$ cat src/rtl/bls_pkg.sv
package bls_pkg;

    typedef enum logic [1:0] {
        ST_IDLE,
        ST_FIRST,
        ST_SECOND,
        ST_DONE
    } bls_state_e;

    typedef enum logic [1:0] {
        ACC_BYTE_EVEN,
        ACC_BYTE_ODD,
        ACC_WORD_EVEN,
        ACC_WORD_ODD
    } bls_acc_e;

endpackage

$ cat src/rtl/bls_lane_plan.sv
module bls_lane_plan #(
    parameter int ADDR_W = 20,
    parameter int DATA_W = 16
) (
    input  logic [ADDR_W-1:0]   addr,
    input  logic                is_word,
    input  logic                is_write,
    input  logic [DATA_W-1:0]   wdata,
    output bls_pkg::bls_acc_e   acc,
    output logic                two_cyc,
    output logic [ADDR_W-2:0]   c0_waddr,
    output logic                c0_a0,
    output logic                c0_bhe_n,
    output logic [DATA_W-1:0]   c0_wdata,
    output logic [ADDR_W-2:0]   c1_waddr,
    output logic                c1_a0,
    output logic                c1_bhe_n,
    output logic [DATA_W-1:0]   c1_wdata
);
    import bls_pkg::*;

    localparam int WA_W   = ADDR_W - 1;
    localparam int LANE_W = DATA_W / 2;

    logic [WA_W-1:0]   base;
    logic [LANE_W-1:0] lo_b;
    logic [LANE_W-1:0] hi_b;

    assign base = addr[ADDR_W-1:1];
    assign lo_b = wdata[LANE_W-1:0];
    assign hi_b = wdata[DATA_W-1:LANE_W];

    always_comb begin
        acc      = ACC_BYTE_EVEN;
        two_cyc  = 1'b0;
        c0_waddr = base;
        c0_a0    = 1'b0;
        c0_bhe_n = 1'b1;
        c0_wdata = {lo_b, lo_b};
        c1_waddr = base + WA_W'(1);
        c1_a0    = 1'b0;
        c1_bhe_n = 1'b1;
        c1_wdata = {hi_b, hi_b};
        unique case ({is_word, addr[0]})
            2'b00: begin
                acc = ACC_BYTE_EVEN;
            end
            2'b01: begin
                acc      = ACC_BYTE_ODD;
                c0_a0    = 1'b1;
                c0_bhe_n = 1'b0;
            end
            2'b10: begin
                acc      = ACC_WORD_EVEN;
                c0_bhe_n = 1'b0;
                c0_wdata = wdata;
            end
            2'b11: begin
                acc     = ACC_WORD_ODD;
                two_cyc = 1'b1;
                if (is_write) begin
                    c0_a0    = 1'b1;
                    c0_bhe_n = 1'b0;
                    c1_a0    = 1'b0;
                    c1_bhe_n = 1'b1;
                end else begin
                    c0_a0    = 1'b0;
                    c0_bhe_n = 1'b0;
                    c1_a0    = 1'b0;
                    c1_bhe_n = 1'b0;
                end
            end
            default: begin
                acc = ACC_BYTE_EVEN;
            end
        endcase
    end

endmodule

$ cat src/rtl/bls_read_merge.sv
module bls_read_merge #(
    parameter int DATA_W = 16
) (
    input  bls_pkg::bls_acc_e   acc,
    input  logic                second,
    input  logic [DATA_W-1:0]   rd,
    input  logic [DATA_W-1:0]   prev,
    output logic [DATA_W-1:0]   merged
);
    import bls_pkg::*;

    localparam int LANE_W = DATA_W / 2;

    logic [LANE_W-1:0] rd_lo;
    logic [LANE_W-1:0] rd_hi;

    assign rd_lo = rd[LANE_W-1:0];
    assign rd_hi = rd[DATA_W-1:LANE_W];

    always_comb begin
        merged = prev;
        unique case (acc)
            ACC_BYTE_EVEN: merged = {{LANE_W{1'b0}}, rd_lo};
            ACC_BYTE_ODD:  merged = {{LANE_W{1'b0}}, rd_hi};
            ACC_WORD_EVEN: merged = rd;
            ACC_WORD_ODD: begin
                if (second)
                    merged = {rd_lo, prev[LANE_W-1:0]};
                else
                    merged = {prev[DATA_W-1:LANE_W], rd_hi};
            end
            default: merged = prev;
        endcase
    end

endmodule

$ cat src/rtl/bls_bus_sequencer.sv
module bls_bus_sequencer #(
    parameter int ADDR_W = 20,
    parameter int DATA_W = 16
) (
    input  logic                clk,
    input  logic                rst_n,
    input  logic                req_valid,
    input  logic [ADDR_W-1:0]   req_addr,
    input  logic                req_word,
    input  logic                req_write,
    input  logic [DATA_W-1:0]   req_wdata,
    output logic                busy,
    output logic                done,
    output logic [DATA_W-1:0]   rd_result,
    output logic                bus_cyc,
    output logic [ADDR_W-2:0]   bus_waddr,
    output logic                bus_a0,
    output logic                bus_bhe_n,
    output logic                bus_we,
    output logic [DATA_W-1:0]   bus_wdata,
    input  logic [DATA_W-1:0]   bus_rdata,
    input  logic                bus_ready
);
    import bls_pkg::*;

    localparam int WA_W = ADDR_W - 1;

    bls_state_e state, state_nxt;

    bls_acc_e          acc_d, acc_q;
    logic              two_d, two_q;
    logic              we_q;
    logic [WA_W-1:0]   c0_waddr_d, c0_waddr_q, c1_waddr_d, c1_waddr_q;
    logic              c0_a0_d, c0_a0_q, c1_a0_d, c1_a0_q;
    logic              c0_bhe_d, c0_bhe_q, c1_bhe_d, c1_bhe_q;
    logic [DATA_W-1:0] c0_wd_d, c0_wd_q, c1_wd_d, c1_wd_q;
    logic [DATA_W-1:0] res_q, res_merged;
    logic              accept, cyc_end;

    bls_lane_plan #(.ADDR_W(ADDR_W), .DATA_W(DATA_W)) u_plan (
        .addr     (req_addr),
        .is_word  (req_word),
        .is_write (req_write),
        .wdata    (req_wdata),
        .acc      (acc_d),
        .two_cyc  (two_d),
        .c0_waddr (c0_waddr_d),
        .c0_a0    (c0_a0_d),
        .c0_bhe_n (c0_bhe_d),
        .c0_wdata (c0_wd_d),
        .c1_waddr (c1_waddr_d),
        .c1_a0    (c1_a0_d),
        .c1_bhe_n (c1_bhe_d),
        .c1_wdata (c1_wd_d)
    );

    bls_read_merge #(.DATA_W(DATA_W)) u_merge (
        .acc    (acc_q),
        .second (state == ST_SECOND),
        .rd     (bus_rdata),
        .prev   (res_q),
        .merged (res_merged)
    );

    assign accept  = (state == ST_IDLE) && req_valid;
    assign cyc_end = ((state == ST_FIRST) || (state == ST_SECOND)) && bus_ready;

    always_ff @(posedge clk or negedge rst_n) begin
        if (!rst_n)
            state <= ST_IDLE;
        else
            state <= state_nxt;
    end

    always_comb begin
        state_nxt = state;
        unique case (state)
            ST_IDLE:   if (req_valid) state_nxt = ST_FIRST;
            ST_FIRST:  if (bus_ready) state_nxt = two_q ? ST_SECOND : ST_DONE;
            ST_SECOND: if (bus_ready) state_nxt = ST_DONE;
            ST_DONE:   state_nxt = ST_IDLE;
            default:   state_nxt = ST_IDLE;
        endcase
    end

    always_ff @(posedge clk or negedge rst_n) begin
        if (!rst_n) begin
            acc_q      <= ACC_BYTE_EVEN;
            two_q      <= 1'b0;
            we_q       <= 1'b0;
            c0_waddr_q <= '0;
            c0_a0_q    <= 1'b0;
            c0_bhe_q   <= 1'b1;
            c0_wd_q    <= '0;
            c1_waddr_q <= '0;
            c1_a0_q    <= 1'b0;
            c1_bhe_q   <= 1'b1;
            c1_wd_q    <= '0;
        end else if (accept) begin
            acc_q      <= acc_d;
            two_q      <= two_d;
            we_q       <= req_write;
            c0_waddr_q <= c0_waddr_d;
            c0_a0_q    <= c0_a0_d;
            c0_bhe_q   <= c0_bhe_d;
            c0_wd_q    <= c0_wd_d;
            c1_waddr_q <= c1_waddr_d;
            c1_a0_q    <= c1_a0_d;
            c1_bhe_q   <= c1_bhe_d;
            c1_wd_q    <= c1_wd_d;
        end
    end

    always_ff @(posedge clk or negedge rst_n) begin
        if (!rst_n)
            res_q <= '0;
        else if (cyc_end && !we_q)
            res_q <= res_merged;
    end

    always_comb begin
        bus_cyc   = 1'b0;
        bus_waddr = c0_waddr_q;
        bus_a0    = 1'b0;
        bus_bhe_n = 1'b1;
        bus_we    = 1'b0;
        bus_wdata = '0;
        busy      = (state != ST_IDLE);
        done      = 1'b0;
        rd_result = res_q;
        unique case (state)
            ST_FIRST: begin
                bus_cyc   = 1'b1;
                bus_waddr = c0_waddr_q;
                bus_a0    = c0_a0_q;
                bus_bhe_n = c0_bhe_q;
                bus_we    = we_q;
                bus_wdata = we_q ? c0_wd_q : '0;
            end
            ST_SECOND: begin
                bus_cyc   = 1'b1;
                bus_waddr = c1_waddr_q;
                bus_a0    = c1_a0_q;
                bus_bhe_n = c1_bhe_q;
                bus_we    = we_q;
                bus_wdata = we_q ? c1_wd_q : '0;
            end
            ST_DONE: done = 1'b1;
            ST_IDLE: done = 1'b0;
            default: done = 1'b0;
        endcase
    end

endmodule

$ cat config.mk
export PLATFORM = sky130hd
export DESIGN_NAME = bls_bus_sequencer
export DESIGN_NICKNAME = d
export VERILOG_FILES = /design/src/rtl/bls_pkg.sv /design/src/rtl/bls_lane_plan.sv /design/src/rtl/bls_read_merge.sv /design/src/rtl/bls_bus_sequencer.sv
export SDC_FILE = /design/constraint.sdc
export NUM_CORES = 1
export LEC_CHECK = 0
export ABC_AREA = 1
export CAP_MARGIN = 0
export CORE_ASPECT_RATIO = 1.2
export CORE_MARGIN = 5
export CORE_UTILIZATION = 45
export CTS_CLUSTER_SIZE = 30
export DETAILED_ROUTE_END_ITERATION = 16
export PLACE_DENSITY = 0.74
export SLEW_MARGIN = 20
export SYNTH_ARGS = -nofsm -noshare
export SYNTH_HDL_FRONTEND = slang
export SYNTH_SLANG_ARGS = --single-unit
$ cat constraint.sdc
create_clock -name clk -period 2.6 [get_ports clk]
set_input_delay 0.39 -clock clk [delete_from_list [all_inputs] [get_ports clk]]
set_output_delay 0.39 -clock clk [all_outputs]
set_load 0.1 [all_outputs]
Yosys cells after proc, flatten, opt, wreduce, memory -nomap -nowiden
Cells that the tools add are included.
{ "op_classes": {"add_sub_neg": 1, "n_reduce_logical": 14, "mux": 23, "eq_ne": 14} }
{ "op_table": {"columns": ["operator", "n"], "rows": [
  ["2-to-1 mux 16 bit", 4],
  ["case mux 16 bit (4 select lines)", 1],
  ["case mux 16 bit (2 select lines)", 1],
  ["adder 19 x 1 -> 19 bit (second input constant)", 1],
  ["2-to-1 mux 19 bit", 1],
  ["case mux 2 bit (4 select lines)", 2],
  ["equality test 2 bit (second input constant)", 6],
  ["2-to-1 mux 1 bit", 9],
  ["inequality test 2 bit (second input constant)", 4],
  ["equality test 2 x 1 -> 1 bit (second input constant)", 3],
  ["logical NOT 2 bit", 3],
  ["2-to-1 mux 2 bit", 3],
  ["case mux 1 bit (2 select lines)", 2],
  ["AND reduction 2 bit", 2],
  ["logical AND 1 bit", 3],
  ["AND reduction 3 bit", 1],
  ["OR reduction 3 bit", 1],
  ["inequality test 2 x 1 -> 1 bit (second input constant)", 1],
  ["nonzero test 2 bit", 1],
  ["OR reduction 2 bit", 1],
  ["logical NOT 1 bit", 1],
  ["logical OR 1 bit", 1]
]} }
{ "totals": {"output_inout_bits": 57, "regBits": 95, "elab_cells": 65, "in_bits": 58} }

Longest topological paths before layout
Gate-level depths: netlist (run 1).
{ "depth": {"depth_word": 5, "mapped_depth": 9, "mapped_depth_nobuf": 9} }

Modules after synthesis
Synthesis (run 1) repeated with hierarchy kept, for this count alone.
{ "hier_totals": {"cells_unflattened": 780, "hier_area_um2": 5789.3} }
{ "modules_own_cells": {"columns": ["mod", "n_inst", "area_each_um2", "seq_area_each_um2", "cells_each"], "rows": [
  ["bls_bus_sequencer", 1, 4428.0, 2404.8, 537],
  ["bls_lane_plan", 1, 900.9, 0.0, 148],
  ["bls_read_merge", 1, 460.4, 0.0, 95]
]} }

Worst setup path before layout (run 1)
OpenSTA, ideal clock, no wires.
{ "synth_timing": {"kind": "reg2out", "startpoint": "register state[1]", "endpoint": "output bus_wdata[0]", "path_stages_with_launch": 6, "setup_slack_ps": -1101, "required_ps": 2210, "n_path_buf": 1, "arrival_ps": 3311, "cell_sequence": "dfrtp_1 > inv_1 > ha_1 > inv_2 > buf_1 > a21oi_1"} }
{ "synth_via": {"elab_chain_len": 2, "word_cells_on_any_way": 3, "cone_classes": "eq/ne (2); mux (1)"} }
{ "synth_lines": {"columns": ["element", "line", "rtl"], "rows": [
  ["start, declared", "bls_bus_sequencer.sv:28", "bls_state_e state, state_nxt;"],
  ["start signal, assigned", "bls_bus_sequencer.sv:72", "state <= state_nxt;"],
  ["equality test 2 bit / equality test 2 x 1 -> 1 bit (equally long branches)", "bls_bus_sequencer.sv:131", "unique case (state)"],
  ["case mux 16 bit (2 select lines) *", "bls_bus_sequencer.sv:131", null],
  ["end, declared", "bls_bus_sequencer.sv:20", "output logic [DATA_W-1:0] bus_wdata,"]
]} }
Mark *: on every way between the ends. The rest lies on a longest branch, timed or not.

Final worst setup path (run 1)
{ "layout_timing": {"startpoint": "register state[0]", "endpoint": "output bus_waddr[13]"} }
{ "layout_via": {"elab_chain_len": 2} }
{ "layout_lines": {"columns": ["element", "line", "rtl"], "rows": [
  ["equality test 2 bit", "bls_bus_sequencer.sv:131", null],
  ["2-to-1 mux 19 bit", "bls_bus_sequencer.sv:131", null],
  ["end, declared", "bls_bus_sequencer.sv:16", "output logic [ADDR_W-2:0] bus_waddr,"]
]} }
No other way between the ends.

==> results.cfg, run 1 <==
[synthesis]
ys_seq_area_share_pct = 48.0
synth_commonest_cells = 227 x nand2_1, 85 x dfrtp_1, 66 x inv_1
ys.flop_type = dfrtp_1
yosysTopAreaCell = dfrtp_1
async_flop_share_pct = 100
syn-num-nets = 679
syn_avg_cell_area_um2 = 7.39
netlist_area_um2 = 4540
synth.area.top_cells = dfrtp_1 47%, nand2_1 19%, o21ai_0 6.6%, inv_1 5.5%, nand3_1 3.9%
synth.distinct_cells = 30
synth_seq_cells = 87
yosysTopAreaCellShare_pct = 46.9
netlist_instances = 614
yosysWarnings = 0
synth_most_common_cell = nand2_1
synth-edff-count = 0

[finish]
syn2layout_area_growth_pct = 44.5
final_cell_count_no_fill = 852
multiInputGateArea_um2 = 2150
layout-drive-gt1-share_pct = 16.3
insertedDiodeCount = 0
ff_latch_area_um2 = 2180
fillers = 822
nets = 787

[detailed_routing]
routed_via_density = 5.14
wl_per_cell_um = 14.6
drt_iter0_drc = 240
first_pass_iters = 4
vias = 4377
wirelength_mm = 12.4
drtAntennaViolNets = 0
drc = 0

[setup_path]
criticalPathCategory = flop to output pin
cp-end-kind = output pin
start_kind = flop
path_cells = inv_1 -> ha_1 -> buf_4 -> nand2_1 -> o21ai_1 -> buf_12
worst_path_max_delay_cell = dfrtp_1
cp.required_ps = 2210
slowest_delay_ps = 410
worstPathMaxFanout = 34
critPathArrivalTime_ps = 2070

[placed_design]
dp_slack_ps = 367
io_buffers = 114
dp_hpwl_mm = 9.15
dp.cells = 837
place_congestion = 0.828

[timing]
setup_viol = 0
fmax_mhz = 407
layout_min_cycle_time_ps = 2460
worst_slack_ps = 142
slew_headroom_pct = 61.1
fin_crit_sh_pct = 94.5
rsz0062_at_grt = false
maxSlewViolCount = 0
clock-skew-final_ps = 4.31
tns_ps = 0
hold_violations = 0
hold_ws_ps = 42.4
worst_pin_slew_ps = 584

[global_route]
antenna_found_initial = 0
grt_overflow_total = 0
grt_max_degree = 60
track_usage_pct = 21.4
grt_pass1_vias = 4567
grt_pass1_wl_mm = 21.0

[clocking]
clock_latency_ps = 340
cts_hold_buf = 0
cts.path.max_buffers = 2
root_buffer = clkbuf_16
clk_pin_slew_worst_paths_ps = 60
cts.sinks = 87
cts_tree = built
h-tree-depth = 3
postCtsSetupBuffers = 0
numCtsBuffers = 9

[job]
maxCapViolCount = 0

[floorplan]
fp.dieArea_um2 = 12200
initial_core_util_pct = 45.6
die_w_um = 102
die-height_um = 120
rows = 40
ioPinCount = 115
core_um2 = 9960

[run_status]
outcome = finished clean

[min_path]
hold_path.class = input port to asynchronous set/reset pin
## path summary, 6_finish.rpt
kind / endpoint / cells after the start / start / slack (ps)
setup reg to reg: rd_result[9] / 6 / state[0] / 790
hold / removal: c0_wd_q[14] / 1 / rst_n / 40
min in group clk: c1_waddr_q[1] / 2 / c1_waddr_q[1] / 480
setup / recovery: bus_waddr[13] / 6 / state[0] / 140
max in group asynchronous: c0_waddr_q[3] / 2 / rst_n / 1910
hold reg to reg: c1_waddr_q[1] / 2 / c1_waddr_q[1] / 480
## worst max-delay path: cells and delay by family, from the launching register on
family | cells | cell delay, ps
adder cells (fa/ha/maj) | 1 | 210
AND/OR/NAND/NOR | 1 | 100
buffers and inverters | 3 | 790
AO/OA/AOI/OAI | 1 | 200
flip-flops | 1 | 410
## timing repair
action,CTS,global route
pin swaps,0,0
setup endpoints to repair,2,16
gates resized for setup,1,2
## sequential cells by signal (all words and copies together) (netlist names)
| register | count |
|---|---|
| acc_q | 2 |
| c0_a0_q | 1 |
| c0_bhe_q | 1 |
| c0_waddr_q | 19 |
| c0_wd_q | 16 |
| c1_bhe_q | 1 |
| c1_waddr_q | 19 |
| c1_wd_q | 8 |
| rd_result | 16 |
| state | 2 |
| two_q | 1 |
| we_q | 1 |
## metal layers
metal  GRT usage, %  vias to the layer above  wire length, um
met1           25.6                     2074             5050
met4           9.81                        0              317
met2           36.4                      121             6300
met5              0                        -                0
li1               -                     2159                -
met3           4.42                       23              733
## cells in the final DEF (no fill, tap or decap), types with 7 or more instances in the layout
cell type,count
a21oi_2,7
clkdlybuf4s50_1,56
nor2_1,36
o21a_1,9
buf_12,37
inv_1,64
buf_4,27
clkbuf_16,9
nand2_1,226
o21ai_1,9
nand3_1,35
dfrtp_1,85
a21oi_4,12
o21ai_0,50
a21oi_1,18
## cells by family after synthesis
logic type	Yosys count	synth area share, %
compound gates	117	14.6
buf+inv	93	8.13
fa+ha+maj	7	1.93
simple gates	310	27.3
flops	87	48.0
## cell type report
cell class	instances	share of cell area, %
clock buffers	12	3.91
repair buffers	120	22.9
inverters	70	4.06
multi-input cells	434	32.8
clock inverters	3	0.648
flip-flops and latches	87	33.2
well taps	126	2.40
## per-stage QoR
stage	utilization [%]	instance area, um2
5_1_grt	65.9	6560
3_5_place_dp	62.8	6250
3_3_place_gp	62.8	6250
2_1_floorplan	-	4700
4_1_cts	65.8	6560
6_report	65.9	6560
Power of run 1 is left out: the tool's default activity adds up to more than one toggle a clock period on the data nets, which glitch-free logic cannot reach.
==> run 2, diff against run 1 <==
--- a/config.mk
+++ b/config.mk
@@ -10,8 +10,10 @@
 export CORE_ASPECT_RATIO = 1.2
 export CORE_MARGIN = 5
 export CORE_UTILIZATION = 45
+export CTS_CLUSTER_DIAMETER = 100
 export CTS_CLUSTER_SIZE = 30
 export DETAILED_ROUTE_END_ITERATION = 16
+export HOLD_SLACK_MARGIN = 0.08
 export PLACE_DENSITY = 0.74
 export SLEW_MARGIN = 20
 export SYNTH_ARGS = -nofsm -noshare
==> constraint.sdc (replaced) <==
create_clock -name clk -period 2.55 [get_ports clk]
set_input_delay 0.3825 -clock clk [delete_from_list [all_inputs] [get_ports clk]]
set_output_delay 0.3825 -clock clk [all_outputs]
set_load 0.1 [all_outputs]
==> run 2 against run 1 <==
- critical path depth increased by 1
- non-clock buffer count unchanged
- sequential share of layout area shrank 0.057 points
- critical path type unchanged
- flip-flop and latch count stayed put
- first-iteration DRC count shrank 8.3%
- clock skew rose by 3.8 ps
- final cell count grew 0.12%
- cell area grew 0.17%
- worst hold slack improved by 440 ps
==> results.cfg, run 2 (synthesis gave the netlist of run 1 again) <==
[detailed_routing]
drt_iter0_drc = 220
wl_per_cell_um = 14.4
vias = 4351
first_pass_iters = 4
drc = 0
wirelength_mm = 12.3
routed_via_density = 5.10
drtAntennaViolNets = 0

[placed_design]
dp.cells = 836
dp_slack_ps = 354
io_buffers = 114
post_dp_cell_area_um2 = 6260
place_congestion = 0.828
dp_hpwl_mm = 9.07

[setup_path]
r2r-end = rd_result[10]
r2r_slack_ps = 770
r2r_cells = 6
slowest_delay_ps = 450
start_kind = flop
criticalPathCategory = flop to output pin
worst_path_max_delay_cell = dfrtp_1
crit_path_frequent_cell = nand2_1
worstPathMaxFanout = 16
critPathArrivalTime_ps = 1990
cp.required_ps = 2170
path_cells = inv_2 -> ha_1 -> nand2_1 -> clkinvlp_4 -> nand2_1 -> a21oi_4 -> buf_12
cp-end-kind = output pin
r2r-start = state[0]

[clocking]
cts.path.max_buffers = 2
h-tree-depth = 3
clk_pin_slew_worst_paths_ps = 60
cts_tree = built
clock_latency_ps = 340
numCtsBuffers = 9
root_buffer = clkbuf_16
cts.sinks = 87

[run_status]
outcome = finished clean

[global_route]
grt_pass1_wl_mm = 20.5
track_usage_pct = 21.0
grt_max_degree = 99
antenna_found_initial = 0
grt_pass1_vias = 4428
grt_overflow_total = 0

[floorplan]
die_w_um = 102
ioPinCount = 115
core_um2 = 9960
rows = 40
die-height_um = 120
fp.dieArea_um2 = 12200
initial_core_util_pct = 45.6

[finish]
final_cell_mix = 226 x nand2_1, 85 x dfrtp_1, 62 x inv_1
reg.largest.list = c0_waddr_q x19, c1_waddr_q x19
syn2layout_area_growth_pct = 44.8
design_area_um2 = 6570
final_common_cell = nand2_1
nets = 787
layout-drive-gt1-share_pct = 16.4
final_cell_count_no_fill = 853
insertedDiodeCount = 0

[timing]
layout_min_cycle_time_ps = 2370
worst_slack_ps = 179
clock-skew-final_ps = 8.11
setup_viol = 0
rsz0062_at_grt = false
maxSlewViolCount = 0
fin_crit_sh_pct = 93.0
fmax_mhz = 422
worst_pin_slew_ps = 586
hold_ws_ps = 479
hold_violations = 0
slew_headroom_pct = 60.9

[min_path]
holdPathEnd = rd_result[0]
worst_hold_path.num_cells = 2
hold_start = rd_result[0]
hold_path.class = flop to flop

[job]
maxCapViolCount = 0
run 2: changes by cell type in the layout (fill, tap and decap cells not counted):
| cell | previous run | this run |
|---|---|---|
| buf_12 | 37 | 38 |
| buf_4 | 27 | 24 |
| buf_6 | 0 | 1 |
| clkbuf_1 | 1 | 2 |
| clkbuf_8 | 2 | 1 |
| clkinv_2 | 1 | 3 |
| clkinvlp_4 | 2 | 1 |
| dlygate4sd3_1 | 0 | 1 |
| inv_1 | 64 | 62 |
| inv_2 | 5 | 7 |
run 2: how the worst max path moves through the flow:
stage	start	to	slack [ps]
5_1_grt	state[1]	bus_wdata[14]	20
6_report	state[1]	bus_wdata[14]	180
2_1_floorplan	state[0]	bus_waddr[0]	-230
3_3_place_gp	state[0]	bus_wdata[4]	450
4_1_cts	state[1]	bus_wdata[14]	9
3_5_place_dp	state[0]	bus_wdata[2]	350
run 2: area by class of cell:
| cell class | count | area, um2 |
|---|---|---|
| clock inverter | 4 | 45.0 |
| inverter | 70 | 267 |
| fill | 823 | 3390 |
| multi-input combinational | 434 | 2150 |
| timing repair buffer | 120 | 1520 |
| sequential | 87 | 2180 |
| clock buffer | 12 | 246 |
| tap | 126 | 158 |
run 2: critical path, delay by kind of cell (launching register included):
kind                     cells  cell delay, ps
buffers and inverters        3             520
flip-flops                   1             450
AND/OR/NAND/NOR              2             250
adder cells (fa/ha/maj)      1             220
AO/OA/AOI/OAI                1             200
run 2: layer usage:
layer	vias to the layer above	share of wire [%]	track usage, %
met4	0	3.0	9.23
met3	29	6.0	5.00
li1	2165	-	-
met5	-	0	0
met1	2033	41	25.8
met2	124	50	34.7
run 2: what timing repair did:
action                     CTS  global route
pin swaps                    0             0
buffers inserted             0             0
setup endpoints to repair    1            23
hold buffers                 1             0
resized for setup            1             5
hold endpoints to repair    26             0
run 2: stage by stage:
| step | util [%] | TNS (ps) |
|---|---|---|
| after floorplan | - | -2080 |
| after global placement | 62.9 | 0 |
| after detailed placement | 62.9 | 0 |
| after CTS | 65.9 | 0 |
| after global routing | 66.0 | 0 |
| final | 66.0 | 0 |
Power of run 2 is left out for the same reason.
